$ cat src/rtl/i2c_mem_pkg.sv
// Shared types and constants of the I2C memory target.
// Assumes one select byte, one address byte and 8-bit data on the bus.
package i2c_mem_pkg;

    localparam int BYTE_W = 8;

    // Fixed upper nibble of the select byte.
    localparam logic [3:0] SEL_FAMILY = 4'b1010;

    // Transaction phase of the byte engine.
    typedef enum logic [2:0] {
        PH_IDLE,
        PH_SEL,
        PH_ADDR,
        PH_WDATA,
        PH_RDATA
    } phase_t;

endpackage

$ cat src/rtl/i2c_pin_sync.sv
// Multi-flop synchroniser for one asynchronous bus line.
// Assumes the line idles high (pull-up), so the chain resets to 1.
module i2c_pin_sync #(
    parameter int STAGES = 2
) (
    input  logic clk,
    input  logic rst_n,
    input  logic din,
    output logic dout
);

    logic [STAGES-1:0] chain;

    // Shift the raw line through the flop chain.
    always_ff @(posedge clk) begin
        if (!rst_n) chain <= '1;
        else        chain <= {chain[STAGES-2:0], din};
    end

    assign dout = chain[STAGES-1];

endmodule

$ cat src/rtl/i2c_cond_detect.sv
// Edge and bus-condition detector on the synchronised lines.
// Assumes both inputs already come from synchronisers on clk.
module i2c_cond_detect (
    input  logic clk,
    input  logic rst_n,
    input  logic scl_s,
    input  logic sda_s,
    output logic scl_rise,
    output logic scl_fall,
    output logic start_ev,
    output logic stop_ev
);

    logic scl_d;
    logic sda_d;

    // Keep the previous sample of both lines.
    always_ff @(posedge clk) begin
        if (!rst_n) begin
            scl_d <= 1'b1;
            sda_d <= 1'b1;
        end else begin
            scl_d <= scl_s;
            sda_d <= sda_s;
        end
    end

    assign scl_rise = scl_s & ~scl_d;
    assign scl_fall = ~scl_s & scl_d;
    assign start_ev = scl_s & scl_d & sda_d & ~sda_s;
    assign stop_ev  = scl_s & scl_d & ~sda_d & sda_s;

endmodule

$ cat src/rtl/i2c_addr_counter.sv
// Current-address register of the memory target.
// Loads from the address byte. Steps inside a page for writes and
// over the whole space for reads. PAGE_BITS = 0 gives a flat counter.
module i2c_addr_counter #(
    parameter int ADDR_W    = 8,
    parameter int PAGE_BITS = 4
) (
    input  logic              clk,
    input  logic              rst_n,
    input  logic              load,
    input  logic [ADDR_W-1:0] load_val,
    input  logic              step_page,
    input  logic              step_lin,
    output logic [ADDR_W-1:0] cur
);

    logic [ADDR_W-1:0] lin_next;
    logic [ADDR_W-1:0] page_next;

    assign lin_next = cur + ADDR_W'(1);

    generate
        if (PAGE_BITS == 0 || PAGE_BITS >= ADDR_W) begin : g_flat
            assign page_next = lin_next;
        end else begin : g_paged
            assign page_next = {cur[ADDR_W-1:PAGE_BITS],
                                cur[PAGE_BITS-1:0] + PAGE_BITS'(1)};
        end
    endgenerate

    // Update the address: load wins, then read step, then page step.
    always_ff @(posedge clk) begin
        if (!rst_n)         cur <= '0;
        else if (load)      cur <= load_val;
        else if (step_lin)  cur <= lin_next;
        else if (step_page) cur <= page_next;
    end

endmodule

$ cat src/rtl/i2c_mem_target.sv
// I2C target front-end for a byte-addressed memory.
// Oversamples the bus and decodes select, address and data bytes.
// Drives acknowledge and read data as a pull-low enable. Hands written
// bytes and a commit strobe to an external write sequencer.
// Assumes: clk is many times faster than the bus clock, rd_data is
// combinational from rd_addr, and wr_busy rises only after wr_commit.
module i2c_mem_target
    import i2c_mem_pkg::*;
#(
    parameter int SYNC_STAGES = 2,
    parameter int PAGE_BITS   = 4,
    parameter int ADDR_W      = 8
) (
    input  logic              clk,
    input  logic              rst_n,
    input  logic [2:0]        chip_sel,
    input  logic              wr_lock,
    input  logic              scl_in,
    input  logic              sda_in,
    output logic              sda_pull,
    input  logic              wr_busy,
    output logic              wr_byte_valid,
    output logic [ADDR_W-1:0] wr_byte_addr,
    output logic [BYTE_W-1:0] wr_byte_data,
    output logic              wr_commit,
    output logic [ADDR_W-1:0] rd_addr,
    input  logic [BYTE_W-1:0] rd_data
);

    localparam logic [3:0] ACK_SLOT = 4'(BYTE_W);
    localparam logic [3:0] END_SLOT = 4'(BYTE_W + 1);

    logic scl_s, sda_s;
    logic scl_rise, scl_fall, start_ev, stop_ev;

    phase_t            phase;
    logic [3:0]        bcnt;
    logic [BYTE_W-1:0] shreg;
    logic              rw, wrote_any, slot10, mack;
    logic [ADDR_W-1:0] cur_addr;
    logic              sel_hit, ld_addr, step_pg, step_ln;

    i2c_pin_sync #(.STAGES(SYNC_STAGES)) i_sync_scl (
        .clk(clk), .rst_n(rst_n), .din(scl_in), .dout(scl_s));

    i2c_pin_sync #(.STAGES(SYNC_STAGES)) i_sync_sda (
        .clk(clk), .rst_n(rst_n), .din(sda_in), .dout(sda_s));

    i2c_cond_detect i_cond (
        .clk(clk), .rst_n(rst_n), .scl_s(scl_s), .sda_s(sda_s),
        .scl_rise(scl_rise), .scl_fall(scl_fall),
        .start_ev(start_ev), .stop_ev(stop_ev));

    // Select match: family nibble, strap bits, and no write cycle running.
    assign sel_hit = (shreg[7:4] == SEL_FAMILY) && (shreg[3:1] == chip_sel) && !wr_busy;

    // Address counter controls derived from the byte engine.
    assign ld_addr = (phase == PH_ADDR)  && scl_fall && (bcnt == ACK_SLOT);
    assign step_pg = (phase == PH_WDATA) && scl_fall && (bcnt == ACK_SLOT) && !wr_lock;
    assign step_ln = (phase == PH_RDATA) && scl_rise && (bcnt == ACK_SLOT);

    i2c_addr_counter #(.ADDR_W(ADDR_W), .PAGE_BITS(PAGE_BITS)) i_addr (
        .clk(clk), .rst_n(rst_n), .load(ld_addr),
        .load_val(shreg[ADDR_W-1:0]), .step_page(step_pg),
        .step_lin(step_ln), .cur(cur_addr));

    assign rd_addr = cur_addr;

    // Byte engine: bus conditions, bit shifting, acknowledge and read drive.
    always_ff @(posedge clk) begin
        if (!rst_n) begin
            phase         <= PH_IDLE;
            bcnt          <= '0;
            shreg         <= '0;
            rw            <= 1'b0;
            wrote_any     <= 1'b0;
            slot10        <= 1'b0;
            mack          <= 1'b0;
            sda_pull      <= 1'b0;
            wr_byte_valid <= 1'b0;
            wr_byte_addr  <= '0;
            wr_byte_data  <= '0;
            wr_commit     <= 1'b0;
        end else begin
            wr_byte_valid <= 1'b0;
            wr_commit     <= 1'b0;
            if (start_ev && !wr_busy) begin
                phase     <= PH_SEL;
                bcnt      <= '0;
                sda_pull  <= 1'b0;
                wrote_any <= 1'b0;
                slot10    <= 1'b0;
            end else if (stop_ev) begin
                if (phase == PH_WDATA && slot10 && wrote_any) wr_commit <= 1'b1;
                phase    <= PH_IDLE;
                sda_pull <= 1'b0;
                slot10   <= 1'b0;
            end else if (phase != PH_IDLE) begin
                if (scl_rise) begin
                    if (bcnt < ACK_SLOT && phase != PH_RDATA)
                        shreg <= {shreg[BYTE_W-2:0], sda_s};
                    if (bcnt == ACK_SLOT) mack <= ~sda_s;
                    bcnt <= bcnt + 4'd1;
                end else if (scl_fall) begin
                    slot10 <= 1'b0;
                    if (bcnt == ACK_SLOT) begin
                        case (phase)
                            PH_SEL: begin
                                if (sel_hit) begin
                                    sda_pull <= 1'b1;
                                    rw       <= shreg[0];
                                end else begin
                                    phase <= PH_IDLE;
                                end
                            end
                            PH_ADDR: sda_pull <= 1'b1;
                            PH_WDATA: begin
                                if (!wr_lock) begin
                                    sda_pull      <= 1'b1;
                                    wr_byte_valid <= 1'b1;
                                    wr_byte_addr  <= cur_addr;
                                    wr_byte_data  <= shreg;
                                    wrote_any     <= 1'b1;
                                end
                            end
                            default: sda_pull <= 1'b0;
                        endcase
                    end else if (bcnt == END_SLOT) begin
                        bcnt     <= '0;
                        sda_pull <= 1'b0;
                        case (phase)
                            PH_SEL: begin
                                if (rw) begin
                                    phase    <= PH_RDATA;
                                    shreg    <= rd_data;
                                    sda_pull <= ~rd_data[BYTE_W-1];
                                end else begin
                                    phase <= PH_ADDR;
                                end
                            end
                            PH_ADDR:  phase  <= PH_WDATA;
                            PH_WDATA: slot10 <= 1'b1;
                            PH_RDATA: begin
                                if (mack) begin
                                    shreg    <= rd_data;
                                    sda_pull <= ~rd_data[BYTE_W-1];
                                end else begin
                                    phase <= PH_IDLE;
                                end
                            end
                            default: phase <= PH_IDLE;
                        endcase
                    end else if (phase == PH_RDATA) begin
                        shreg    <= {shreg[BYTE_W-2:0], 1'b0};
                        sda_pull <= ~shreg[BYTE_W-2];
                    end
                end
            end
        end
    end

endmodule

$ cat config.mk
export PLATFORM = sky130hd
export DESIGN_NAME = i2c_mem_target
export DESIGN_NICKNAME = d
export VERILOG_FILES = /design/src/rtl/i2c_mem_pkg.sv /design/src/rtl/i2c_pin_sync.sv /design/src/rtl/i2c_cond_detect.sv /design/src/rtl/i2c_addr_counter.sv /design/src/rtl/i2c_mem_target.sv
export SDC_FILE = /design/constraint.sdc
export NUM_CORES = 1
export LEC_CHECK = 0
export BUFFER_PORTS_ARGS = -buffer_cell sky130_fd_sc_hd__buf_2
export CORE_ASPECT_RATIO = 0.8
export CORE_MARGIN = 2
export CORE_UTILIZATION = 45
export DETAILED_ROUTE_END_ITERATION = 8
export HOLD_SLACK_MARGIN = 0.02
export PLACE_DENSITY = 0.66
export SLEW_MARGIN = 20
export SYNTH_ARGS = -nofsm -noshare
export SYNTH_HDL_FRONTEND = slang
export SYNTH_SLANG_ARGS = --single-unit
$ cat constraint.sdc
create_clock -name clk -period 2.4 [get_ports clk]
set_input_delay 0.48 -clock clk [delete_from_list [all_inputs] [get_ports clk]]
set_output_delay 0.48 -clock clk [all_outputs]
set_load 0.01 [all_outputs]
Word level (Yosys, flattened, before mapping)
Cells that the tools add are included.
{"block": "totals", "register_bits": 52, "latchBits": 0, "mem_bits_rw": 0, "rom_bits": 0, "inputBits": 17, "output_inout_bits": 27, "elab_cells": 152, "n_memories": 0}
{"block": "op_classes", "n_addsub": 3, "mul": 0, "div_mod_pow": 0, "magnitude_cmp": 1, "n_eq_ne": 24, "shifts": 0, "muxes": 42, "bitwise_logic": 22, "n_reduce_logical": 41}
{"cell": "$mux 8", "n": 10}
{"cell": "$reduce_and 8->1", "n": 4}
{"cell": "$reduce_bool 3->1", "n": 7}
{"cell": "$mux 4", "n": 5}
{"cell": "$mux 3", "n": 6}
{"cell": "$mux 1", "n": 17}
{"cell": "$pmux 8 s2", "n": 1}
{"cell": "$not 1->1", "n": 15}
{"cell": "$logic_and 1x1->1", "n": 13}
{"cell": "$eq 4x4->1 const B", "n": 3}
{"cell": "$ne 3x3->1 const B", "n": 4}
{"cell": "$pmux 3 s4", "n": 1}
{"cell": "$reduce_and 10->1", "n": 1}
{"cell": "$reduce_and 5->1", "n": 2}
{"cell": "$add 4x1->4 const B", "n": 2}
{"cell": "$add 8x1->8 const B", "n": 1}
{"cell": "$ne 4x4->1 const B", "n": 2}
{"cell": "$reduce_bool 2->1", "n": 4}
{"cell": "$reduce_or 8->1", "n": 1}
{"cell": "$and 1x1->1", "n": 7}
{"cell": "$reduce_and 7->1", "n": 1}
{"cell": "$eq 3x2->1 const B", "n": 2}
{"cell": "$ne 2x2->1 const B", "n": 3}
{"cell": "$reduce_and 6->1", "n": 1}
{"cell": "other kinds (17)", "n": 20}

Depth between registers and ports, before layout
{"block": "logic_depth", "depth_word": 11, "depth_mapped": 9, "mapped_depth_nobuf": 7}

By module
A second synthesis with hierarchy kept.
{"block": "hier_totals", "hier_cells": 289, "area_unflattened_um2": 2666.3}
{"mod": "i2c_mem_target", "n_inst": 1, "cells_per_inst": 217, "area_each_um2": 2024.4, "seq_area_each_um2": 760.7}
{"mod": "i2c_addr_counter", "n_inst": 1, "cells_per_inst": 56, "area_each_um2": 451.7, "seq_area_each_um2": 160.2}
{"mod": "i2c_pin_sync", "n_inst": 2, "cells_per_inst": 4, "area_each_um2": 52.6, "seq_area_each_um2": 40.0}
{"mod": "i2c_cond_detect", "n_inst": 1, "cells_per_inst": 8, "area_each_um2": 85.1, "seq_area_each_um2": 40.0}

Worst setup path before layout
OpenSTA, ideal clock, no wires.
{"block": "synth_timing", "kind": "reg-to-reg", "startpoint": "reg i_cond.scl_d", "endpoint": "reg shreg[0]", "setup_time_ps": 61, "t_arrival_ps": 1906, "required_ps": 2339, "path_slack_ps": 434, "stages_incl_launch_ff": 8, "n_path_buf": 1, "synth_period_minus_slack_ps": 1966, "cell_sequence": "dfxtp_1 inv_1 ha_1 clkbuf_1 o41ai_1 a21oi_1 nor3_4 o221a_1"}
{"block": "synth_between", "elab_chain_len": 6, "word_cells_on_any_way": 20, "cone_classes": "eq/ne: 4; mux: 1; bitwise: 10; reduce/logical: 5"}
{"item": "start, declared", "line": "i2c_cond_detect.sv:14", "text": "logic scl_d;"}
{"item": "start signal, assigned", "line": "i2c_cond_detect.sv:23", "text": "scl_d <= scl_s;"}
{"item": "$and 1x1->1", "line": "i2c_cond_detect.sv:30, i2c_cond_detect.sv:31"}
{"item": "$and 1x1->1 (2 in series)", "line": "i2c_cond_detect.sv:30", "text": "assign start_ev = scl_s & scl_d & sda_d & ~sda_s;"}
{"item": "$logic_and 1x1->1", "line": "i2c_mem_target.sv:87", "text": "if (start_ev && !wr_busy) begin"}
{"item": "$not 1->1 (no source line)"}
{"item": "$reduce_and 10->1 (no source line)"}
{"item": "end signal, assigned", "line": "i2c_mem_target.sv:101", "text": "shreg <= {shreg[BYTE_W-2:0], sda_s};"}
{"item": "end signal, assigned", "line": "i2c_mem_target.sv:135", "text": "shreg <= rd_data;"}
{"item": "end signal, assigned", "line": "i2c_mem_target.sv:145", "text": "shreg <= rd_data;"}
{"item": "end, declared", "line": "i2c_mem_target.sv:38", "text": "logic [BYTE_W-1:0] shreg;"}
Parallel ways exist; a longest one is shown, timed or not.
A chain may end at the register's enable or synchronous reset.

Worst setup path after layout
{"block": "layout_timing", "startpoint": "reg i_cond.scl_d", "endpoint": "reg phase[2]"}
{"block": "layout_between", "elab_chain_len": 5, "word_cells_on_any_way": 12, "cone_classes": "bitwise: 9; reduce/logical: 3"}
{"item": "$and 1x1->1", "line": "i2c_cond_detect.sv:30, i2c_cond_detect.sv:31"}
{"item": "$and 1x1->1 (2 in series)", "line": "i2c_cond_detect.sv:30"}
{"item": "$logic_and 1x1->1", "line": "i2c_mem_target.sv:87"}
{"item": "$reduce_or 3->1 (no source line)"}
{"item": "end signal, assigned", "line": "i2c_mem_target.sv:88", "text": "phase <= PH_SEL;"}
{"item": "end signal, assigned", "line": "i2c_mem_target.sv:95", "text": "phase <= PH_IDLE;"}
{"item": "end signal, assigned", "line": "i2c_mem_target.sv:113", "text": "phase <= PH_IDLE;"}
{"item": "end, declared", "line": "i2c_mem_target.sv:36", "text": "phase_t phase;"}
Parallel ways exist; a longest one is shown, timed or not.

==> impl_metrics.tcl <==
set metrics [dict create \
    yosysUniqueCellTypes 58 \
    post-route-period-util 0.924 \
    p_per_area_nw_per_um2 514 \
    cp-end-kind "flip-flop" \
    cts_root_buffer "clkbuf_8" \
    ff2ff_path_depth 7 \
    finClkSkew_ps 4.40 \
    final_cell_mix "52 x dfxtp_1, 43 x buf_2, 42 x nand2_1, 36 x a21oi_1, 22 x nand3_1" \
    fill_cells 587 \
    hold_start "scl_in" \
    synth_seq_cells 52 \
    max_cap_violations 0 \
    slew_headroom 0.587 \
    syn_area_um2 2730 \
    io_buffers 43 \
    cts.sinks 52 \
    critPathKind "reg2reg" \
    cts_tree "yes" \
    gp_congestion 0.910 \
    hpwl_um 4800 \
    r2r_start "i_cond.scl_d" \
    final_nets 390 \
    critPathArrivalTime_ps 2460 \
    mostFrequentLayoutCell "dfxtp_1" \
    cts_made_buffers 5 \
    rsz0062_at_grt "false" \
    clk_pin_slew_ps 90 \
    critPathBufInv 1 \
    fin_tns_setup_ps 0 \
    antenna_found_initial 0 \
    cp-startpoint "i_cond.scl_d" \
    crit_cells 7 \
    drt_iter0_drc 172 \
    yosysSeqAreaShare 0.381 \
    synth_edf_count 0 \
    fin_crit_ps 2220 \
    wl_per_cell_um 14.6 \
    syn_area_per_cell_um2 8.43 \
    grt_max_degree 27 \
    n_antenna_cell 0 \
    antenna_left 0 \
    syn_nets 348 \
    ir_drop_mv 0.241 \
    slew_violations 0 \
    rows 25 \
    grt_pass1_vias 2095 \
    p_total_mw 1.63 \
    required_ps 2640 \
    insertion_delay_ps 300 \
    tightest_slew_ps 615 \
    grt_util_all_layers 0.202 \
    grt_pass1_wl_um 10600 \
    status "completed" \
    multi_input_area_um2 1580 \
    viasPerCell 5.42 \
    hold_violations 0 \
    io_pins 44 \
    postSynthCellCount 324 \
    static-leakage-power_nw 1.23 \
    post_cts_buffers 0 \
    seq_area_um2 1040 \
    drive_gt1_frac 0.224 \
    start_util 0.464 \
    syn2layout_area_growth_pct 16.2 \
    finalWirelength_um 6530 \
    cts.repair.resized 0 \
    fin_worst_hold_slack_ps 351 \
    die_area_um2 6710 \
    grt_overflow 0 \
    path_cells "inv_1 > ha_1 > nand2b_1 > nor2_1 > o21ai_1 > or4b_1 > a21oi_1" \
    critPathMaxStageDelay_ps 480 \
    coreArea_um2 5880 \
    fp.dieW_um 91.1 \
    whs_path_depth 2 \
    cp-start-kind "flip-flop" \
    vias 2423 \
    async_reset_ff_frac 0 \
    cpLargestDelayFamily "simple AND/OR/NAND/NOR gates" \
    setup_violations 0 \
    cts_hold_buffers 0 \
    first_pass_iters 4 \
    drc 0 \
    clock.fmax_ghz 0.451 \
    hold_class "in2reg" \
    slowest_stage "or4b_1" \
    synth_flop_cell "dfxtp_1" \
    clockBufferDepth 2 \
    yosys_warnings 0 \
    h-tree-depth 2 \
    die_h_um 73.7 \
    pre_cts_slack_ps 231 \
    fin_ws_ps 182 \
    cp_max_fo 15 \
]
worst reg2reg max path, delay by kind of cell, from the launching register on:
| kind | cells | cell delay, ps |
|---|---|---|
| adders and majority gates | 1 | 360 |
| buffers and inverters | 1 | 50 |
| AOI/OAI and AO/OA | 2 | 320 |
| and+or+nand+nor | 3 | 1060 |
| DFF | 1 | 360 |
sequential cells by signal, summed over array words and instances, names as in the netlist:
name,count
wrote_any,1
wr_commit,1
i_addr.cur,8
wr_byte_data,8
shreg,8
phase,3
wr_byte_addr,8
i_cond.sda_d,1
i_sync_sda.chain,2
mack,1
sda_pull,1
i_sync_scl.chain,2
slot10,1
bcnt,4
wr_byte_valid,1
rw,1
i_cond.scl_d,1
area by class of cell:
cell class | instances | area share
multi-input combinational | 245 | 0.497
sequential | 52 | 0.328
timing repair buffer | 53 | 0.0915
tap | 81 | 0.0319
clock buffer | 5 | 0.0217
clock inverter | 2 | 0.0189
inverter | 9 | 0.0106
path summary, 6_finish.rpt:
kind	end	slack, ps
worst max-delay path	phase[2]	180
worst max register to register	phase[2]	180
worst min register to register	i_sync_scl.chain[1]	420
worst min-delay path	i_sync_scl.chain[0]	350
cell usage after synthesis (7+ instances only):
cell      count  area [um^2]
dfxtp_1      52         1040
nand2_1      42          158
a21oi_1      36          180
nand3_1      22          110
nor2_1       19         71.3
mux2i_1      11          110
o21ai_0      11         55.1
buf_2         9         45.0
clkbuf_1      9         33.8
mux2_2        9          101
nor3_1        9         45.0
inv_1         8         30.0
nand2b_1      8         50.1
ha_1          7         87.6
layer usage:
layer / track usage / share of wire / wire (um)
met5: 0 / 0 / 0
met4: 0.0690 / 0.0077 / 50
met3: 0.0349 / 0.068 / 445
met2: 0.287 / 0.43 / 2810
met1: 0.306 / 0.49 / 3230
per-stage QoR:
stage | cells | utilization | area [um^2]
4_1_cts | 447 | 0.540 | 3170
2_1_floorplan | 324 | - | 2730
5_1_grt | 447 | 0.540 | 3170
6_report | 447 | 0.540 | 3170
3_3_place_gp | 440 | 0.518 | 3040
3_5_place_dp | 440 | 0.518 | 3040
power by group:
part	switching (mW)	leakage, nW	internal, mW
registers	0.00264	0.420	0.866
logic	0.0407	0.744	0.0247
clock network	0.286	0.0642	0.410
total	0.329	1.23	1.30
cells by family after synthesis:
kind of cell / Yosys count / synth area share
xor gates and xnor gates: 4 / 0.0128
adders and majority gates: 7 / 0.0321
DFF: 52 / 0.381
muxes: 20 / 0.0774
and+or+nand+nor: 147 / 0.310
buffers and inverters: 27 / 0.0412
AOI/OAI and AO/OA: 67 / 0.145
Power figures use the tool's default switching activity.
